===== config.mk =====
export PLATFORM = sky130hd
export DESIGN_NAME = lus_stall_ctrl
export DESIGN_NICKNAME = d
export VERILOG_FILES = /design/src/rtl/lus_pkg.sv /design/src/rtl/lus_src_cmp.sv /design/src/rtl/lus_hazard_detect.sv /design/src/rtl/lus_pipe_ctrl.sv /design/src/rtl/lus_stall_ctrl.sv
export SDC_FILE = /design/constraint.sdc
export NUM_CORES = 1
export LEC_CHECK = 0
export ABC_AREA = 1
export BUFFER_PORTS_ARGS = -buffer_cell sky130_fd_sc_hd__buf_2
export CORE_AREA = 2 2 39 41
export DETAILED_ROUTE_END_ITERATION = 7
export DIE_AREA = 0 0 41 43
export PLACE_DENSITY = 0.56
export SLEW_MARGIN = 10
export SYNTH_ARGS = -nofsm -noshare
export SYNTH_HDL_FRONTEND = slang
export SYNTH_SLANG_ARGS = --single-unit

===== constraint.sdc =====
create_clock -name vclk -period 1.39
set_clock_uncertainty 0.15 [all_clocks]
set_input_delay 0.0695 -clock vclk [all_inputs]
set_output_delay 0.0695 -clock vclk [all_outputs]
set_load 0.1 [all_outputs]

===== src/rtl/lus_pkg.sv =====
// Package: shared types for the load-use stall controller.
// Assumes a three-bit pipeline control word in the order below.
package lus_pkg;
    // Control word carried from decode into the decode/execute register.
    typedef struct packed {
        logic reg_wr;   // bit 2
        logic mem_rd;   // bit 1
        logic mem_wr;   // bit 0
    } lus_ctrl_t;

    localparam int unsigned LUS_CTRL_W = $bits(lus_ctrl_t);
endpackage


===== src/rtl/lus_src_cmp.sv =====
// Module: lus_src_cmp
// Compares one source register field against the producer destination.
// Assumes the valid flag is 1 only when the instruction really reads the field.
module lus_src_cmp #(
    parameter int unsigned REG_W = 5
) (
    input  logic [REG_W-1:0] src_i,
    input  logic             src_vld_i,
    input  logic [REG_W-1:0] dst_i,
    output logic             hit_o
);
    // Match only when the field is a real operand.
    assign hit_o = src_vld_i && (src_i == dst_i);
endmodule


===== src/rtl/lus_hazard_detect.sv =====
// Module: lus_hazard_detect
// Builds one comparator per source and raises the hazard when a load is in execute.
// Assumes ld_pending_i is the memory-read flag of the execute-stage instruction.
module lus_hazard_detect #(
    parameter int unsigned REG_W   = 5,
    parameter int unsigned NUM_SRC = 2
) (
    input  logic                     clk,
    input  logic                     rst_n,
    input  logic                     ld_pending_i,
    input  logic [REG_W-1:0]         dst_i,
    input  logic [NUM_SRC*REG_W-1:0] src_i,
    input  logic [NUM_SRC-1:0]       src_vld_i,
    output logic                     hazard_o
);
    logic [NUM_SRC-1:0] hit_vec;

    // One comparator for every source operand.
    for (genvar g = 0; g < NUM_SRC; g++) begin : g_cmp
        lus_src_cmp #(.REG_W(REG_W)) cmp_i (
            .src_i    (src_i[g*REG_W +: REG_W]),
            .src_vld_i(src_vld_i[g]),
            .dst_i    (dst_i),
            .hit_o    (hit_vec[g])
        );

        AST_MASKED_SRC: assert property (@(posedge clk) disable iff (!rst_n)
            hit_vec[g] |-> src_vld_i[g]);
    end

    // A stall is needed only for a load producer whose result some operand reads.
    assign hazard_o = ld_pending_i && (|hit_vec);

    AST_LOAD_ONLY: assert property (@(posedge clk) disable iff (!rst_n)
        !ld_pending_i |-> !hazard_o);
endmodule


===== src/rtl/lus_pipe_ctrl.sv =====
// Module: lus_pipe_ctrl
// Turns hazard and flush into PC / IF-ID enables and the gated control word.
// Assumes a flush redirects the PC elsewhere, so the PC must still be written.
module lus_pipe_ctrl
    import lus_pkg::*;
(
    input  logic      clk,
    input  logic      rst_n,
    input  logic      hazard_i,
    input  logic      flush_i,
    input  lus_ctrl_t dec_ctrl_i,
    output logic      pc_we_o,
    output logic      ifid_we_o,
    output logic      ifid_clr_o,
    output lus_ctrl_t idex_ctrl_o,
    output logic      idex_bubble_o
);
    // Priority select: flush, then load-use stall, then normal flow.
    always_comb begin
        pc_we_o       = 1'b1;
        ifid_we_o     = 1'b1;
        ifid_clr_o    = 1'b0;
        idex_ctrl_o   = dec_ctrl_i;
        idex_bubble_o = 1'b0;
        if (flush_i) begin
            ifid_clr_o    = 1'b1;
            idex_ctrl_o   = '0;
            idex_bubble_o = 1'b1;
        end else if (hazard_i) begin
            pc_we_o       = 1'b0;
            ifid_we_o     = 1'b0;
            idex_ctrl_o   = '0;
            idex_bubble_o = 1'b1;
        end
    end

    AST_STALL_FREEZE: assert property (@(posedge clk) disable iff (!rst_n)
        (hazard_i && !flush_i) |-> (!pc_we_o && !ifid_we_o && !ifid_clr_o));
    AST_STALL_BUBBLE: assert property (@(posedge clk) disable iff (!rst_n)
        hazard_i |-> (idex_ctrl_o == '0 && idex_bubble_o));
    AST_RUN_PASS: assert property (@(posedge clk) disable iff (!rst_n)
        (!hazard_i && !flush_i) |-> (pc_we_o && ifid_we_o && !ifid_clr_o
                                     && !idex_bubble_o && idex_ctrl_o == dec_ctrl_i));
    AST_FLUSH_WINS: assert property (@(posedge clk) disable iff (!rst_n)
        flush_i |-> (pc_we_o && ifid_we_o && ifid_clr_o && idex_ctrl_o == '0));
endmodule


===== src/rtl/lus_stall_ctrl.sv =====
// Module: lus_stall_ctrl (top)
// Decode-stage load-use stall controller: one bubble per load-use pair.
// Assumes the decode/execute register loads idex_ctrl_o every cycle and that
// forwarding from write-back serves the consumer after the bubble. Holds no state.
module lus_stall_ctrl
    import lus_pkg::*;
#(
    parameter int unsigned REG_W   = 5,
    parameter int unsigned NUM_SRC = 2
) (
    input  logic                     clk,
    input  logic                     rst_n,
    input  logic                     flush_i,
    input  logic                     idex_mem_rd_i,
    input  logic [REG_W-1:0]         idex_dst_i,
    input  logic [NUM_SRC*REG_W-1:0] ifid_src_i,
    input  logic [NUM_SRC-1:0]       ifid_src_vld_i,
    input  logic [LUS_CTRL_W-1:0]    dec_ctrl_i,
    output logic                     pc_we_o,
    output logic                     ifid_we_o,
    output logic                     ifid_clr_o,
    output logic [LUS_CTRL_W-1:0]    idex_ctrl_o,
    output logic                     idex_bubble_o
);
    logic      hazard;
    lus_ctrl_t ctrl_out;

    // Hazard detection across all source operands.
    lus_hazard_detect #(.REG_W(REG_W), .NUM_SRC(NUM_SRC)) det_i (
        .clk         (clk),
        .rst_n       (rst_n),
        .ld_pending_i(idex_mem_rd_i),
        .dst_i       (idex_dst_i),
        .src_i       (ifid_src_i),
        .src_vld_i   (ifid_src_vld_i),
        .hazard_o    (hazard)
    );

    // Enable and control-gating generation.
    lus_pipe_ctrl ctl_i (
        .clk          (clk),
        .rst_n        (rst_n),
        .hazard_i     (hazard),
        .flush_i      (flush_i),
        .dec_ctrl_i   (lus_ctrl_t'(dec_ctrl_i)),
        .pc_we_o      (pc_we_o),
        .ifid_we_o    (ifid_we_o),
        .ifid_clr_o   (ifid_clr_o),
        .idex_ctrl_o  (ctrl_out),
        .idex_bubble_o(idex_bubble_o)
    );

    assign idex_ctrl_o = ctrl_out;

    AST_DETECT_SRC0: assert property (@(posedge clk) disable iff (!rst_n)
        (idex_mem_rd_i && ifid_src_vld_i[0] && ifid_src_i[REG_W-1:0] == idex_dst_i)
        |-> (idex_bubble_o && (flush_i || !pc_we_o)));
endmodule


Word-level counts from Yosys, hierarchy flattened
Index checks and enable logic that the tools add are counted.

Register bits: 0. Input port bits: 24. Output and inout port bits: 7. Word-level logic and storage cells: 13.

Mux-type cells: 7. Equality and inequality tests: 2. Reductions and logical operators: 4.

Operators by type and width (count): $eq 5x5->1 (2); $mux 3 (2); $mux 1 (5); $logic_and 1x1->1 (3); $reduce_or 2->1 (1).

Logic depth before layout (Yosys ltp)
Gate-level depths: netlist (run 1).

Word-level depth: 6. Mapped depth: 9. Gate-level depth less buffers: 9.

Hierarchy
From an unflattened synthesis (run 1), not the netlist that was laid out.

Cell total of the unflattened synthesis: 57. Area total of the unflattened synthesis: 246.5 µm².

By module, submodules not included: lus_src_cmp (sequential area each 0.0 µm², area an instance 91.3 µm², cells each 21, instances 2); lus_pipe_ctrl (sequential area each 0.0 µm², area an instance 52.6 µm², cells each 12, instances 1); lus_hazard_detect (sequential area each 0.0 µm², area an instance 11.3 µm², cells each 3, instances 1).

Worst setup path before layout (run 1)
Ideal clock, no wire load.

Path type: input to output. From: in idex_dst_i[3]. To: out idex_ctrl_o[0]. Arrival time: 2164 ps. Slack: -993 ps. Data required time: 1171 ps. Stages: 9. Buffers on the path: 0. Cells stage by stage: inv_1 nand2_1 nand2_1 nor2_1 nand3_1 nand2_1 nand2_1 nand2_2 nor2_1.

Longest elaborated chain between the ends: 6. Elaborated cells between the ends (all ways): 8. Classes of those cells: eq/ne (2); mux (2); reduce/logical (4).

Ends and longest elaborated chain: from (decl) (line lus_stall_ctrl.sv:15) `input logic [REG_W-1:0] idex_dst_i,`; $eq 5x5->1 (line lus_src_cmp.sv:13) `assign hit_o = src_vld_i && (src_i == dst_i);`; $logic_and 1x1->1 (line lus_src_cmp.sv:13); $reduce_or 2->1 (*) (line lus_hazard_detect.sv:32) `assign hazard_o = ld_pending_i && (|hit_vec);`; $logic_and 1x1->1 (*) (line lus_hazard_detect.sv:32); $mux 3 (*) (line lus_pipe_ctrl.sv:29) `end else if (hazard_i) begin`; $mux 3 (*) (line lus_pipe_ctrl.sv:25) `if (flush_i) begin`; to (decl) (line lus_stall_ctrl.sv:22) `output logic [LUS_CTRL_W-1:0] idex_ctrl_o,`.

Mark *: on every way between the ends. The rest lies on a longest branch, timed or not.

Final worst setup path (run 1)
From: in idex_dst_i[1]. To: out idex_ctrl_o[2].

The elaborated chain is that of the path after synthesis.

==> results of run 1 <==
==> worst max-delay path, delay by kind of cell <==
family | cells | cell delay (ns)
simple gates | 8 | 0.63
buf+inv | 3 | 0.39
==> timing repair <==
item                                    CTS  global route
setup buffers                             0             1
resized for setup                         0             1
endpoints found under the setup margin    0             3
==> through the flow <==
step,total power (uW),cell area [um^2],worst slack [ns]
after floorplan,134.9,334.1,-0.02027
after global placement,215.6,574.3,0.05962
after detailed placement,218.0,574.3,0.05629
after CTS,218.4,574.3,0.05046
after global routing,241.4,596.8,0.0004053
final,222.0,596.8,0.08600
==> cells in the mapped netlist, drive strengths merged <==
cell | n | area (um^2)
nand3 | 3 | 15.01
inv | 18 | 67.56
nand2 | 31 | 118.9
nor2 | 11 | 41.29
buf | 2 | 15.01
==> metal layers <==
metal  part of all wire  up-vias  wire length [um]  track usage
met5                  0        -                 0            0
met4                  0        0                 0            0
met3              0.077        0                52            0
met2               0.53       13               353       0.1500
met1               0.40      158               266       0.1329
li1                   -      237                 -            -
==> where the power goes <==
part	internal, uW	switching (uW)	total, uW
logic	84.8	137	222
clock network	0	0	0
registers	0	0	0
total	84.8	137	222
==> logic make-up (layout without fill, tap and decap cells) <==
group,Yosys count,after routing,synth area share
buffers and inverters,20,48,0.3204
and+or+nand+nor,45,45,0.6796
==> worst min-delay path by stage <==
| stage | endpoint | depth (start not counted) |
|---|---|---|
| after detailed placement | idex_ctrl_o[0] | 4 |
| after global routing | idex_ctrl_o[2] | 4 |
| after global placement | idex_ctrl_o[0] | 4 |
| after floorplan | idex_ctrl_o[0] | 2 |
| final | idex_ctrl_o[0] | 4 |
| after CTS | idex_ctrl_o[0] | 4 |
==> layout make-up <==
type / instances / area (um^2)
multi-input cells: 45 / 236.5
well taps: 16 / 20.02
repair buffers: 30 / 257.7
fillers: 165 / 787.0
inverters: 18 / 82.58
==> results.sh, run 1 <==
export IMPL_num_rows=14
export IMPL_drt_first_pass_iters=4
export IMPL_hp_start="dec_ctrl_i[0]"
export IMPL_hpwlAfterDp_um=661.1
export IMPL_hold_path_class="in2out"
export IMPL_path_cells="clkbuf_4 > inv_12 > nand2_2 > nand2_1 > nor2_1 > nand3_1 > nand2_2 > nand2_4 > nand2_8 > nor2_4 > buf_12"
export IMPL_nClkBuffers=0
export IMPL_track_usage=0.08991
export IMPL_dieArea_um2=1763
export IMPL_utilization=0.4313
export IMPL_layout_commonest_cell="nand2_1"
export IMPL_wl_um=672
export IMPL_slew_headroom=0.6803
export IMPL_drv_slew=0
export IMPL_grt_pass1_wl_um=1193
export IMPL_ant_nets=0
export IMPL_synthCells=65
export IMPL_pin_count=31
export IMPL_critPathLaunchType="primary input"
export IMPL_tightest_slew_ns=0.4829
export IMPL_drc=0
export IMPL_yosys_warnings=0
export IMPL_synth_cell_type_count=7
export IMPL_max_cap_viol_count=0
export IMPL_cp_end_kind="output port"
export IMPL_die_y_um=43
export IMPL_initial_core_util=0.1863
export IMPL_place_inst=108
export IMPL_ir_drop_v=0.0001096
export IMPL_syn2layout_area_growth_pct=131.6
export IMPL_die_width_um=41
export IMPL_slowest_delay_ns=0.18
export IMPL_first_global_vias=319
export IMPL_startpoint="idex_dst_i[1]"
export IMPL_critPathCapture="idex_ctrl_o[2]"
export IMPL_coreArea_um2=1384
export IMPL_syn_num_nets=89
export IMPL_setup_tns_ns=0
export IMPL_antenna_found_initial=0
export IMPL_fin_crit_ns=1.304
export IMPL_hold_buffers=0
export IMPL_design_final_nets=119
export IMPL_worstPathArrival_ns=1.08
export IMPL_seq_cells=0
export IMPL_cp_max_fo=4
export IMPL_hold_viol=0
export IMPL_grt_overflow=0
export IMPL_cp_required_ns=1.17
export IMPL_layout_common_cells="27 x nand2_1, 22 x buf_2, 8 x inv_1, 8 x inv_2, 8 x nor2_1"
export IMPL_antenna_cells=0
export IMPL_rsz0062_at_grt="false"
export IMPL_status="finished clean"
export IMPL_crit_top_cell="nand2_2"
export IMPL_drtIter0Drc=2
export IMPL_criticalPathCategory="in2out"
export IMPL_routed_via_count=408
export IMPL_seq_area_um2=0
export IMPL_netlist_area_um2=257.7
export IMPL_gp_congestion=0.6916
export IMPL_layout_drive_gt1_share=0.5161
export IMPL_ys_seq_area_frac=0
export IMPL_port_buffers=29
export IMPL_routedWlPerCell_um=6.165
export IMPL_syn_avg_cell_area_um2=3.965
export IMPL_stdcell_count=109
export IMPL_min_period_over_period=0.9381
export IMPL_clock_fmax_ghz=0.7669
export IMPL_crit_slowest_cell="buf_12"
export IMPL_via_per_inst=3.743
export IMPL_grt_max_degree=5
export IMPL_setup_viol=0
export IMPL_powerDensity_nw_per_um2=372.0
export IMPL_power_leakage_uw=0.0003742
export IMPL_hold_ws_ns=0.3681
Note: power is estimated with default switching activity, not from simulation.
==> inputs of run 2 (changes only) <==
==> constraint.sdc (replaced) <==
create_clock -name vclk -period 1.2
set_clock_uncertainty 0.15 [all_clocks]
set_input_delay 0.06 -clock vclk [all_inputs]
set_output_delay 0.06 -clock vclk [all_outputs]
set_load 0.1 [all_outputs]
==> results.sh, run 2 (same netlist as run 1, synthesis figures left out) <==
export IMPL_cp_end_kind="output port"
export IMPL_track_usage=0.1029
export IMPL_cp_required_ns=0.99
export IMPL_hold_buffers=0
export IMPL_path_cells="buf_8 > inv_4 > nand2_2 > nand2_2 > nor2_2 > nand3_1 > nand2_2 > nand2_4 > nand2_8 > nor2_4 > buf_12"
export IMPL_slowest_delay_ns=0.18
export IMPL_p_clk_frac=0
export IMPL_layout_commonest_cell="nand2_1"
export IMPL_rsz0062_at_grt="true"
export IMPL_switching_share=0.5612
export IMPL_antenna_cells=0
export IMPL_port_buffers=29
export IMPL_clock_fmax_ghz=0.8301
export IMPL_coreArea_um2=1384
export IMPL_nClkBuffers=0
export IMPL_grt_pass1_wl_um=1373
export IMPL_drtIter0Drc=0
export IMPL_via_per_inst=3.872
export IMPL_hpwlAfterDp_um=763.3
export IMPL_criticalPathCategory="in2out"
export IMPL_max_cap_viol_count=0
export IMPL_crit_top_cell="nand2_2"
export IMPL_cp_top_family="simple AND/OR/NAND/NOR gates"
export IMPL_path_buf_inv=3
export IMPL_failed_checks="setup timing"
export IMPL_startpoint="idex_dst_i[4]"
export IMPL_grt_overflow=0
export IMPL_layout_common_cells="14 x nand2_1, 12 x nand2_2, 11 x buf_2, 9 x inv_2, 9 x buf_6"
export IMPL_grt_busiest_layer="met2"
export IMPL_grtUsageMet3=0
export IMPL_antenna_found_initial=0
export IMPL_worstPathArrival_ns=0.99
export IMPL_final_cell_area_um2=760.7
export IMPL_dieArea_um2=1763
export IMPL_initial_core_util=0.1863
export IMPL_place_inst=108
export IMPL_power_total_uw=320.1
export IMPL_die_y_um=43
export IMPL_critical_path_depth=11
export IMPL_num_rows=14
export IMPL_setup_ws_ns=-0.004605
export IMPL_gp_congestion=0.6055
export IMPL_setup_viol=1
export IMPL_drt_first_pass_iters=1
export IMPL_p_int_uw=140.4
export IMPL_drc=0
export IMPL_tightest_slew_ns=0.4831
export IMPL_grt_max_degree=5
export IMPL_grtUsageMet2=0.2000
export IMPL_status="complete, but fails checks"
export IMPL_drv_slew=0
export IMPL_pwr_share_comb=1.000
export IMPL_hold_viol=0
export IMPL_design_final_nets=119
export IMPL_layout_drive_gt1_share=0.7204
export IMPL_power_leakage_uw=0.0004228
export IMPL_die_width_um=41
export IMPL_critPathCapture="idex_ctrl_o[0]"
export IMPL_ir_drop_v=0.0001602
export IMPL_seq_area_um2=0
export IMPL_stdcell_count=109
export IMPL_fin_crit_ns=1.205
export IMPL_slew_headroom=0.6801
export IMPL_wl_um=840
export IMPL_routed_via_count=422
export IMPL_cp_max_fo=4
export IMPL_syn2layout_area_growth_pct=195.1
export IMPL_hold_path_class="in2out"
export IMPL_crit_slowest_cell="buf_12"
export IMPL_critPathLaunchType="primary input"
export IMPL_routedWlPerCell_um=7.706
export IMPL_first_global_vias=392
export IMPL_use_met1=0.1234
export IMPL_powerDensity_nw_per_um2=420.7
export IMPL_placed_area_um2=591.8
export IMPL_ant_nets=0
export IMPL_power_net_switching_uw=179.6
export IMPL_min_period_over_period=1.004
export IMPL_pin_count=31
export IMPL_seqPwrFrac=0
export IMPL_seq_cells=0
-- run 2: routing by layer --
| metal | vias up | routed length (um) |
|---|---|---|
| met5 | - | 0 |
| met4 | 0 | 0 |
| met3 | 0 | 38 |
| met2 | 10 | 554 |
| met1 | 176 | 247 |
| li1 | 236 | - |
-- run 2: layout make-up --
cell class | instances | area [um^2]
Inverter | 18 | 105.1
Multi-Input combinational cell | 45 | 289.0
Tap cell | 16 | 20.02
Timing Repair Buffer | 30 | 346.6
Fill cell | 124 | 623.1
-- run 2: stage by stage --
step / TNS, ns / util / hold slack, ns / worst slack [ns]
floorplan: -0.5837 / - / 0.1650 / -0.1901
global placement: -0.2834 / 0.4277 / 0.3390 / -0.09265
detailed placement: -0.4146 / 0.4277 / 0.3525 / -0.1069
CTS: -0.01845 / 0.4892 / 0.3541 / -0.01845
global route: -0.2247 / 0.5497 / 0.3574 / -0.06171
finish: -0.004605 / 0.5497 / 0.3479 / -0.004605
-- run 2: worst min path at each step --
| stage | slack (ns) | from | depth (start not counted) | to |
|---|---|---|---|---|
| final | 0.35 | dec_ctrl_i[0] | 4 | idex_ctrl_o[0] |
| after CTS | 0.35 | flush_i | 2 | ifid_clr_o |
| after global routing | 0.36 | dec_ctrl_i[0] | 4 | idex_ctrl_o[0] |
| after floorplan | 0.17 | dec_ctrl_i[0] | 2 | idex_ctrl_o[0] |
| after detailed placement | 0.35 | dec_ctrl_i[0] | 4 | idex_ctrl_o[0] |
| after global placement | 0.34 | dec_ctrl_i[0] | 4 | idex_ctrl_o[0] |
-- run 2: what timing repair did --
item | 4_1_cts | 5_1_grt
gates resized for setup | 22 | 23
buffers inserted | 1 | 0
setup endpoints to repair | 6 | 6
pin swaps | 16 | 18
-- run 2: power groups by stage --
stage	clock, uW	sequential (uW)	combinational (uW)
CTS	0	0	292
floorplan	0	0	161
finish	0	0	320
detailed placement	0	0	261
global placement	0	0	257
global route	0	0	341
